**config.mk**
```make
export PLATFORM = sky130hd
export DESIGN_NAME = ledctl_i2c_regs
export DESIGN_NICKNAME = d
export VERILOG_FILES = /design/src/rtl/ledctl_pkg.sv /design/src/rtl/sync_chain.sv /design/src/rtl/i2c_slave_fsm.sv /design/src/rtl/ledctl_regfile.sv /design/src/rtl/ledctl_i2c_regs.sv
export SDC_FILE = /design/constraint.sdc
export NUM_CORES = 1
export LEC_CHECK = 0
export BUFFER_PORTS_ARGS = -buffer_cell sky130_fd_sc_hd__buf_2
export CAP_MARGIN = 20
export CORE_AREA = 2 2 84 146
export CTS_CLUSTER_SIZE = 40
export DETAILED_ROUTE_END_ITERATION = 8
export DIE_AREA = 0 0 86 148
export PLACE_DENSITY = 0.42
export SLEW_MARGIN = 20
export SYNTH_ARGS = -nofsm -noshare
export SYNTH_HDL_FRONTEND = slang
export SYNTH_SLANG_ARGS = --single-unit
```
**constraint.sdc**
```tcl
create_clock -name clk -period 2.6 [get_ports clk]
set_input_delay 0.78 -clock clk [delete_from_list [all_inputs] [get_ports clk]]
set_output_delay 0.78 -clock clk [all_outputs]
set_load 0.01 [all_outputs]
```
**src/rtl/ledctl_pkg.sv**
```systemverilog
package ledctl_pkg;

    localparam int BYTE_W = 8;
    localparam int CODE_W = 5;
    localparam int GP_W   = 6;
    localparam int IO_W   = 3;

    localparam logic [BYTE_W-1:0] PTR_GP = 8'h10;
    localparam logic [BYTE_W-1:0] PTR_BA = 8'hA0;
    localparam logic [BYTE_W-1:0] PTR_BB = 8'hB0;
    localparam logic [BYTE_W-1:0] PTR_IO = 8'h80;

    typedef enum logic [3:0] {
        ST_IDLE,
        ST_ADDR,
        ST_ADDR_ACK,
        ST_PTR,
        ST_PTR_ACK,
        ST_WDATA,
        ST_WDATA_ACK,
        ST_RDATA,
        ST_RACK,
        ST_WAIT
    } slv_state_t;

    typedef struct packed {
        logic       oled;
        logic [1:0] ramp;
        logic       uni;
        logic       ens;
        logic       enm;
    } gp_t;

endpackage

```
**src/rtl/sync_chain.sv**
```systemverilog
module sync_chain #(
    parameter int   STAGES = 2,
    parameter logic INIT   = 1'b1
) (
    input  logic clk,
    input  logic rst_n,
    input  logic d,
    output logic q
);

    logic [STAGES-1:0] pipe;

    always_ff @(posedge clk or negedge rst_n) begin
        if (!rst_n) pipe <= {STAGES{INIT}};
        else        pipe <= {pipe[STAGES-2:0], d};
    end

    assign q = pipe[STAGES-1];

endmodule

```
**src/rtl/i2c_slave_fsm.sv**
```systemverilog
module i2c_slave_fsm
    import ledctl_pkg::*;
#(
    parameter logic [6:0] DEV_ADDR = 7'h36,
    parameter int         WR_W     = GP_W
) (
    input  logic              clk,
    input  logic              rst_n,
    input  logic              scl_s,
    input  logic              sda_s,
    input  logic [BYTE_W-1:0] rd_data,
    output logic              sda_pull,
    output logic              wr_pulse,
    output logic [BYTE_W-1:0] ptr,
    output logic [WR_W-1:0]   wr_data
);

    localparam logic [3:0] LAST_BIT = 4'(BYTE_W);

    slv_state_t        state;
    logic [3:0]        cnt;
    logic [BYTE_W-1:0] shreg;
    logic [BYTE_W-1:0] tx;
    logic              rnw;
    logic              mack;
    logic              scl_d, sda_d;

    logic scl_rise, scl_fall, start_det, stop_det;
    assign scl_rise  = scl_s & ~scl_d;
    assign scl_fall  = ~scl_s & scl_d;
    assign start_det = scl_s & scl_d & sda_d & ~sda_s;
    assign stop_det  = scl_s & scl_d & ~sda_d & sda_s;

    // state register and datapath
    always_ff @(posedge clk or negedge rst_n) begin
        if (!rst_n) begin
            state    <= ST_IDLE;
            cnt      <= '0;
            shreg    <= '0;
            tx       <= '0;
            rnw      <= 1'b0;
            mack     <= 1'b0;
            ptr      <= '0;
            wr_data  <= '0;
            wr_pulse <= 1'b0;
            scl_d    <= 1'b1;
            sda_d    <= 1'b1;
        end else begin
            scl_d    <= scl_s;
            sda_d    <= sda_s;
            wr_pulse <= 1'b0;
            if (start_det) begin
                state <= ST_ADDR;
                cnt   <= '0;
            end else if (stop_det) begin
                state <= ST_IDLE;
                cnt   <= '0;
            end else begin
                unique case (state)
                    ST_IDLE, ST_WAIT: begin
                    end
                    ST_ADDR, ST_PTR, ST_WDATA: begin
                        if (scl_rise) begin
                            shreg <= {shreg[BYTE_W-2:0], sda_s};
                            cnt   <= cnt + 4'd1;
                        end else if (scl_fall && cnt == LAST_BIT) begin
                            cnt <= '0;
                            if (state == ST_ADDR) begin
                                if (shreg[BYTE_W-1:1] == DEV_ADDR) begin
                                    rnw   <= shreg[0];
                                    state <= ST_ADDR_ACK;
                                end else begin
                                    state <= ST_WAIT;
                                end
                            end else if (state == ST_PTR) begin
                                ptr   <= shreg;
                                state <= ST_PTR_ACK;
                            end else begin
                                wr_data  <= shreg[WR_W-1:0];
                                wr_pulse <= 1'b1;
                                state    <= ST_WDATA_ACK;
                            end
                        end
                    end
                    ST_ADDR_ACK, ST_PTR_ACK, ST_WDATA_ACK: begin
                        if (scl_rise) begin
                            cnt <= 4'd1;
                        end else if (scl_fall && cnt == 4'd1) begin
                            cnt <= '0;
                            if (state == ST_ADDR_ACK) begin
                                if (rnw) begin
                                    tx    <= rd_data;
                                    state <= ST_RDATA;
                                end else begin
                                    state <= ST_PTR;
                                end
                            end else begin
                                state <= ST_WDATA;
                            end
                        end
                    end
                    ST_RDATA: begin
                        if (scl_rise) begin
                            cnt <= cnt + 4'd1;
                        end else if (scl_fall && cnt == LAST_BIT) begin
                            cnt   <= '0;
                            state <= ST_RACK;
                        end else if (scl_fall && cnt != 4'd0) begin
                            tx <= {tx[BYTE_W-2:0], 1'b1};
                        end
                    end
                    ST_RACK: begin
                        if (scl_rise) begin
                            mack <= ~sda_s;
                            cnt  <= 4'd1;
                        end else if (scl_fall && cnt == 4'd1) begin
                            cnt <= '0;
                            if (mack) begin
                                tx    <= rd_data;
                                state <= ST_RDATA;
                            end else begin
                                state <= ST_WAIT;
                            end
                        end
                    end
                    default: state <= ST_IDLE;
                endcase
            end
        end
    end

    // outputs
    always_comb begin
        unique case (state)
            ST_ADDR_ACK, ST_PTR_ACK, ST_WDATA_ACK: sda_pull = 1'b1;
            ST_RDATA:                              sda_pull = ~tx[BYTE_W-1];
            default:                               sda_pull = 1'b0;
        endcase
    end

endmodule

```
**src/rtl/ledctl_regfile.sv**
```systemverilog
module ledctl_regfile
    import ledctl_pkg::*;
(
    input  logic              clk,
    input  logic              rst_n,
    input  logic              pin_s,
    input  logic              wr_pulse,
    input  logic [BYTE_W-1:0] ptr,
    input  logic [GP_W-1:0]   wr_data,
    output logic [BYTE_W-1:0] rd_data,
    output logic              hold,
    output gp_t               gp,
    output logic [CODE_W-1:0] code_a,
    output logic [CODE_W-1:0] code_b,
    output logic              pin_pull
);

    logic [IO_W-1:0] io_q;
    logic            in_mode;

    assign hold     = ~io_q[0] & ~pin_s;
    assign in_mode  = io_q[0] & ~io_q[1];
    assign pin_pull = io_q[0] & io_q[1] & ~io_q[2];

    always_ff @(posedge clk or negedge rst_n) begin
        if (!rst_n) begin
            gp     <= '0;
            code_a <= '0;
            code_b <= '0;
            io_q   <= '0;
        end else if (hold) begin
            gp     <= '0;
            code_a <= '0;
            code_b <= '0;
            io_q   <= '0;
        end else if (wr_pulse) begin
            case (ptr)
                PTR_GP:  gp     <= gp_t'(wr_data);
                PTR_BA:  code_a <= wr_data[CODE_W-1:0];
                PTR_BB:  code_b <= wr_data[CODE_W-1:0];
                PTR_IO:  io_q   <= wr_data[IO_W-1:0];
                default: ;
            endcase
        end
    end

    always_comb begin
        unique case (ptr)
            PTR_GP:  rd_data = {{(BYTE_W-GP_W){1'b1}}, gp};
            PTR_BA:  rd_data = {{(BYTE_W-CODE_W){1'b1}}, code_a};
            PTR_BB:  rd_data = {{(BYTE_W-CODE_W){1'b1}}, code_b};
            PTR_IO:  rd_data = {{(BYTE_W-IO_W){1'b1}}, (in_mode ? pin_s : io_q[2]), io_q[1:0]};
            default: rd_data = '1;
        endcase
    end

endmodule

```
**src/rtl/ledctl_i2c_regs.sv**
```systemverilog
module ledctl_i2c_regs
    import ledctl_pkg::*;
#(
    parameter logic [6:0] DEV_ADDR    = 7'h36,
    parameter int         SYNC_STAGES = 2
) (
    input  logic              clk,
    input  logic              rst_n,
    input  logic              scl_in,
    input  logic              sda_in,
    output logic              sda_pull,
    input  logic              pin_in,
    output logic              pin_pull,
    output logic              sink_main_on,
    output logic              sink_sub_on,
    output logic              unison,
    output logic              oled_mode,
    output logic [1:0]        ramp_sel,
    output logic [CODE_W-1:0] code_main,
    output logic [CODE_W-1:0] code_sub
);

    logic              scl_s, sda_s, pin_s;
    logic              wr_pulse, hold;
    logic [BYTE_W-1:0] ptr, rd_data;
    logic [GP_W-1:0]   wr_data;
    gp_t               gp;
    logic [CODE_W-1:0] code_b;

    sync_chain #(.STAGES(SYNC_STAGES), .INIT(1'b1)) u_scl_sync (
        .clk(clk), .rst_n(rst_n), .d(scl_in), .q(scl_s));
    sync_chain #(.STAGES(SYNC_STAGES), .INIT(1'b1)) u_sda_sync (
        .clk(clk), .rst_n(rst_n), .d(sda_in), .q(sda_s));
    sync_chain #(.STAGES(SYNC_STAGES), .INIT(1'b1)) u_pin_sync (
        .clk(clk), .rst_n(rst_n), .d(pin_in), .q(pin_s));

    i2c_slave_fsm #(.DEV_ADDR(DEV_ADDR), .WR_W(GP_W)) u_fsm (
        .clk(clk), .rst_n(rst_n), .scl_s(scl_s), .sda_s(sda_s),
        .rd_data(rd_data), .sda_pull(sda_pull), .wr_pulse(wr_pulse),
        .ptr(ptr), .wr_data(wr_data));

    ledctl_regfile u_regs (
        .clk(clk), .rst_n(rst_n), .pin_s(pin_s), .wr_pulse(wr_pulse),
        .ptr(ptr), .wr_data(wr_data), .rd_data(rd_data), .hold(hold),
        .gp(gp), .code_a(code_main), .code_b(code_b), .pin_pull(pin_pull));

    assign sink_main_on = gp.enm;
    assign sink_sub_on  = ~gp.oled & (gp.uni ? gp.enm : gp.ens);
    assign unison       = gp.uni;
    assign oled_mode    = gp.oled;
    assign ramp_sel     = gp.ramp;
    assign code_sub     = gp.uni ? code_main : code_b;

endmodule

```
==> impl_metrics.yaml <==
outcome:
  status: "finished, final reports clean"
timing:
  setup_viol: 0
  post-route-min-period_ns: 2.30
  worst_slew_pin_slew_ns: 0.448
  fin_crit_sh_pct: 88.6
  setup_slack_ns: 0.296
  fin_setup_tns_ns: 0
  rsz0062_at_grt: "no"
  timing.fmax_ghz: 0.434
  drv_slew: 0
  clock_skew_ns: 0.00661
  slew_headroom_pct: 70.1
  hold_viol_final: 0
die:
  num_io_pins: 23
  rows: 52
  die_h_um: 148
  die-area_um2: 12700
  start_util_pct: 29.5
  die_width_um: 86
  core_um2: 11500
cells_and_area:
  fin_nets: 350
  drive_above_1_share_pct: 27.7
  final_cell_mix: "dfrtp_1, nor2_1, mux2_2, mux2i_1, buf_2"
  layout_commonest_cell: "dfrtp_1"
  diodes: 0
  areaGrowthSynthToFinish_pct: 17.4
  nFillCells: 1174
route:
  drtPass1Iterations: 4
  vias: 2415
  ant_nets: 0
  drcViolationCount: 0
  totalWireLength_um: 8450
  post_drt_wl_per_cell_um: 17.5
  drt_iter0_drc: 84
  vias_per_cell: 5.01
place:
  portBuffers: 22
  gp_congestion: 0.939
  place_ws_ns: 0.441
  dp_hpwl_um: 6230
clock_network:
  clock_latency_ns: 0.33
  cts_hold_buf: 0
  cts_resized: 0
  post_cts_buffers: 0
  cts_root_buf: "clkbuf_16"
  htreeDepth: 3
  cts_tree: "built"
  numCtsBuffers: 9
  cts.sinks: 68
  clockBufferDepth: 2
  clk_pin_slew_worst_paths_ns: 0.05
worst_setup_path:
  worstPathArrival_ns: 1.52
  cpMaxStageDelayCell: "dfrtp_1"
  slowest_delay_ns: 0.49
  crit_family: "flip-flops"
  cp-start-kind: "register"
  crit_type: "register to primary output"
  path_max_fanout: 6
  cp_cell_sequence: "inv_1, o21ai_0, a2bb2oi_1, nor2_1, buf_2"
  critical_path_buf_inv_count: 2
  r2r_start: "u_fsm.cnt[1]$_DFFE_PN0P_"
  cp-end-kind: "primary output"
  r2r_slack_ns: 0.42
  critPathLaunch: "u_fsm.state[2]$_DFFE_PN0P_"
  cp_data_required_time_ns: 1.82
synthesis:
  yosys.area.top_type: "dfrtp_1"
  synthDistinctLibCells: 47
  async_reset_ff_share_pct: 100
  synth_enable_flop_cells: 0
  ys_ff_latch: 68
  synth-main-ff-cell: "dfrtp_1"
  synth_top_cell_area_share_pct: 44.3
  synth_area_leaders: "dfrtp_1, mux2_2, mux2i_1"
  synth_cells: 317
  avgSynthCellArea_um2: 10.7
  yosysWarnings: 0
  netlist_area_um2: 3390
  ys_seq_area_share_pct: 50.5
  syn_nets: 325
worst_hold_path:
  hold_start: "u_sda_sync.pipe[0]$_DFF_PN1_"
  hp-class: "register to register"
flow_run:
  drv_cap: 0
global_routing:
  grt_usage_pct: 14.5
  antenna_found_initial: 0
  grt_pass1_wl_um: 14000
  grt_max_degree: 23
  grt_busiest_layer: "met2"
  grtUsageMet2_pct: 26.0
  overflow: 0
  first_global_vias: 2645
  use_met1_pct: 16.3
  grt_use_met3_pct: 2.90
pwr:
  power_frac_comb_pct: 4.3
  ir_worst_vdd_mv: 0.360
  power.share.clock_pct: 50.2
  switchingPower_w: 0.000558
  power-per-cell-area_nw_per_um2: 616
  leakagePower_nw: 1.95
  switching_share_pct: 22.7
  p_int_w: 0.00189
  pwr-share-seq_pct: 45.5
-- final timing paths --
kind | endpoint | depth (start not counted)
hold reg to reg | u_sda_sync.pipe[1]$_DFF_PN1_ | 0
max in group asynchronous | u_pin_sync.pipe[0]$_DFF_PN1_ | 2
setup reg to reg | u_fsm.tx[0]$_DFFE_PN0P_ | 6
setup / recovery | sda_pull | 5
min in group asynchronous | u_regs.gp[0]$_DFFE_PN0P_ | 1
hold / removal | u_sda_sync.pipe[1]$_DFF_PN1_ | 0
-- final cells by class --
type	count	area, µm²	share of cell area, %
repair buffers	34	213	5.34
clock inverters	4	50.0	1.26
flip-flops and latches	68	1710	43.0
multi-input cells	220	1560	39.1
clock buffers	12	246	6.19
well taps	135	169	4.24
inverters	9	33.8	0.848
-- power by group through the flow --
stage	logic, W	registers, W	clock network (W)
floorplan	0.0000600	0.00112	0
global placement	0.000107	0.00113	0
detailed placement	0.000107	0.00113	0
CTS	0.000108	0.00112	0.00126
global route	0.000121	0.00112	0.00130
finish	0.000105	0.00112	0.00123
-- sequential cells by signal (all words and copies together) (netlist names), 3 cells and up --
register,cells
u_regs.gp,6
u_fsm.shreg,8
u_fsm.state,4
u_fsm.wr_data,6
u_fsm.tx,8
u_regs.code_a,5
u_fsm.ptr,8
u_regs.code_b,5
u_fsm.cnt,4
u_regs.io_q,3
-- Yosys cell counts (2+ instances only) --
cell / number
dfrtp_1: 60
nor2_1: 44
mux2_2: 37
mux2i_1: 24
clkbuf_1: 16
nand2_1: 14
nand3_1: 12
o21ai_0: 11
inv_1: 9
dfstp_2: 8
nor2b_1: 6
a21oi_1: 5
nand2b_1: 5
nor3_1: 5
a31oi_1: 4
and3_1: 4
o22ai_1: 4
o31ai_1: 4
buf_4: 3
ha_1: 3
xnor2_1: 3
a211oi_1: 2
a21o_1: 2
a22o_1: 2
a31o_1: 2
nand4_1: 2
nand4b_1: 2
nor4_1: 2
nor4b_1: 2
o21ai_1: 2
or3_1: 2
-- layer usage --
metal / wire length [µm] / vias to the layer above
met2: 4540 / 32
met5: 0 / -
met3: 195 / 16
met1: 3480 / 1201
li1: - / 1166
met4: 233 / 0
-- stage by stage --
stage          cell area (µm²)  utilization, %  total power, W  hold slack, ns  instances
2_1_floorplan             3390               -         0.00118           0.345        317
3_3_place_gp              3690            32.0         0.00124           0.346        466
3_5_place_dp              3690            32.0         0.00124           0.347        466
4_1_cts                   3980            34.6         0.00248           0.355        482
5_1_grt                   3980            34.6         0.00254           0.360        482
6_report                  3980            34.6         0.00245           0.355        482
-- cell families after synthesis --
| group | Yosys count | synth area share [%] |
|---|---|---|
| DFF | 68 | 50.5 |
| muxes | 61 | 19.4 |
| xor gates and xnor gates | 3 | 0.775 |
| adders and majority gates | 3 | 1.11 |
| AOI/OAI and AO/OA | 46 | 9.07 |
| and+or+nand+nor | 107 | 15.6 |
| buffers and inverters | 29 | 3.58 |
Note: power is estimated with default switching activity, not from simulation.
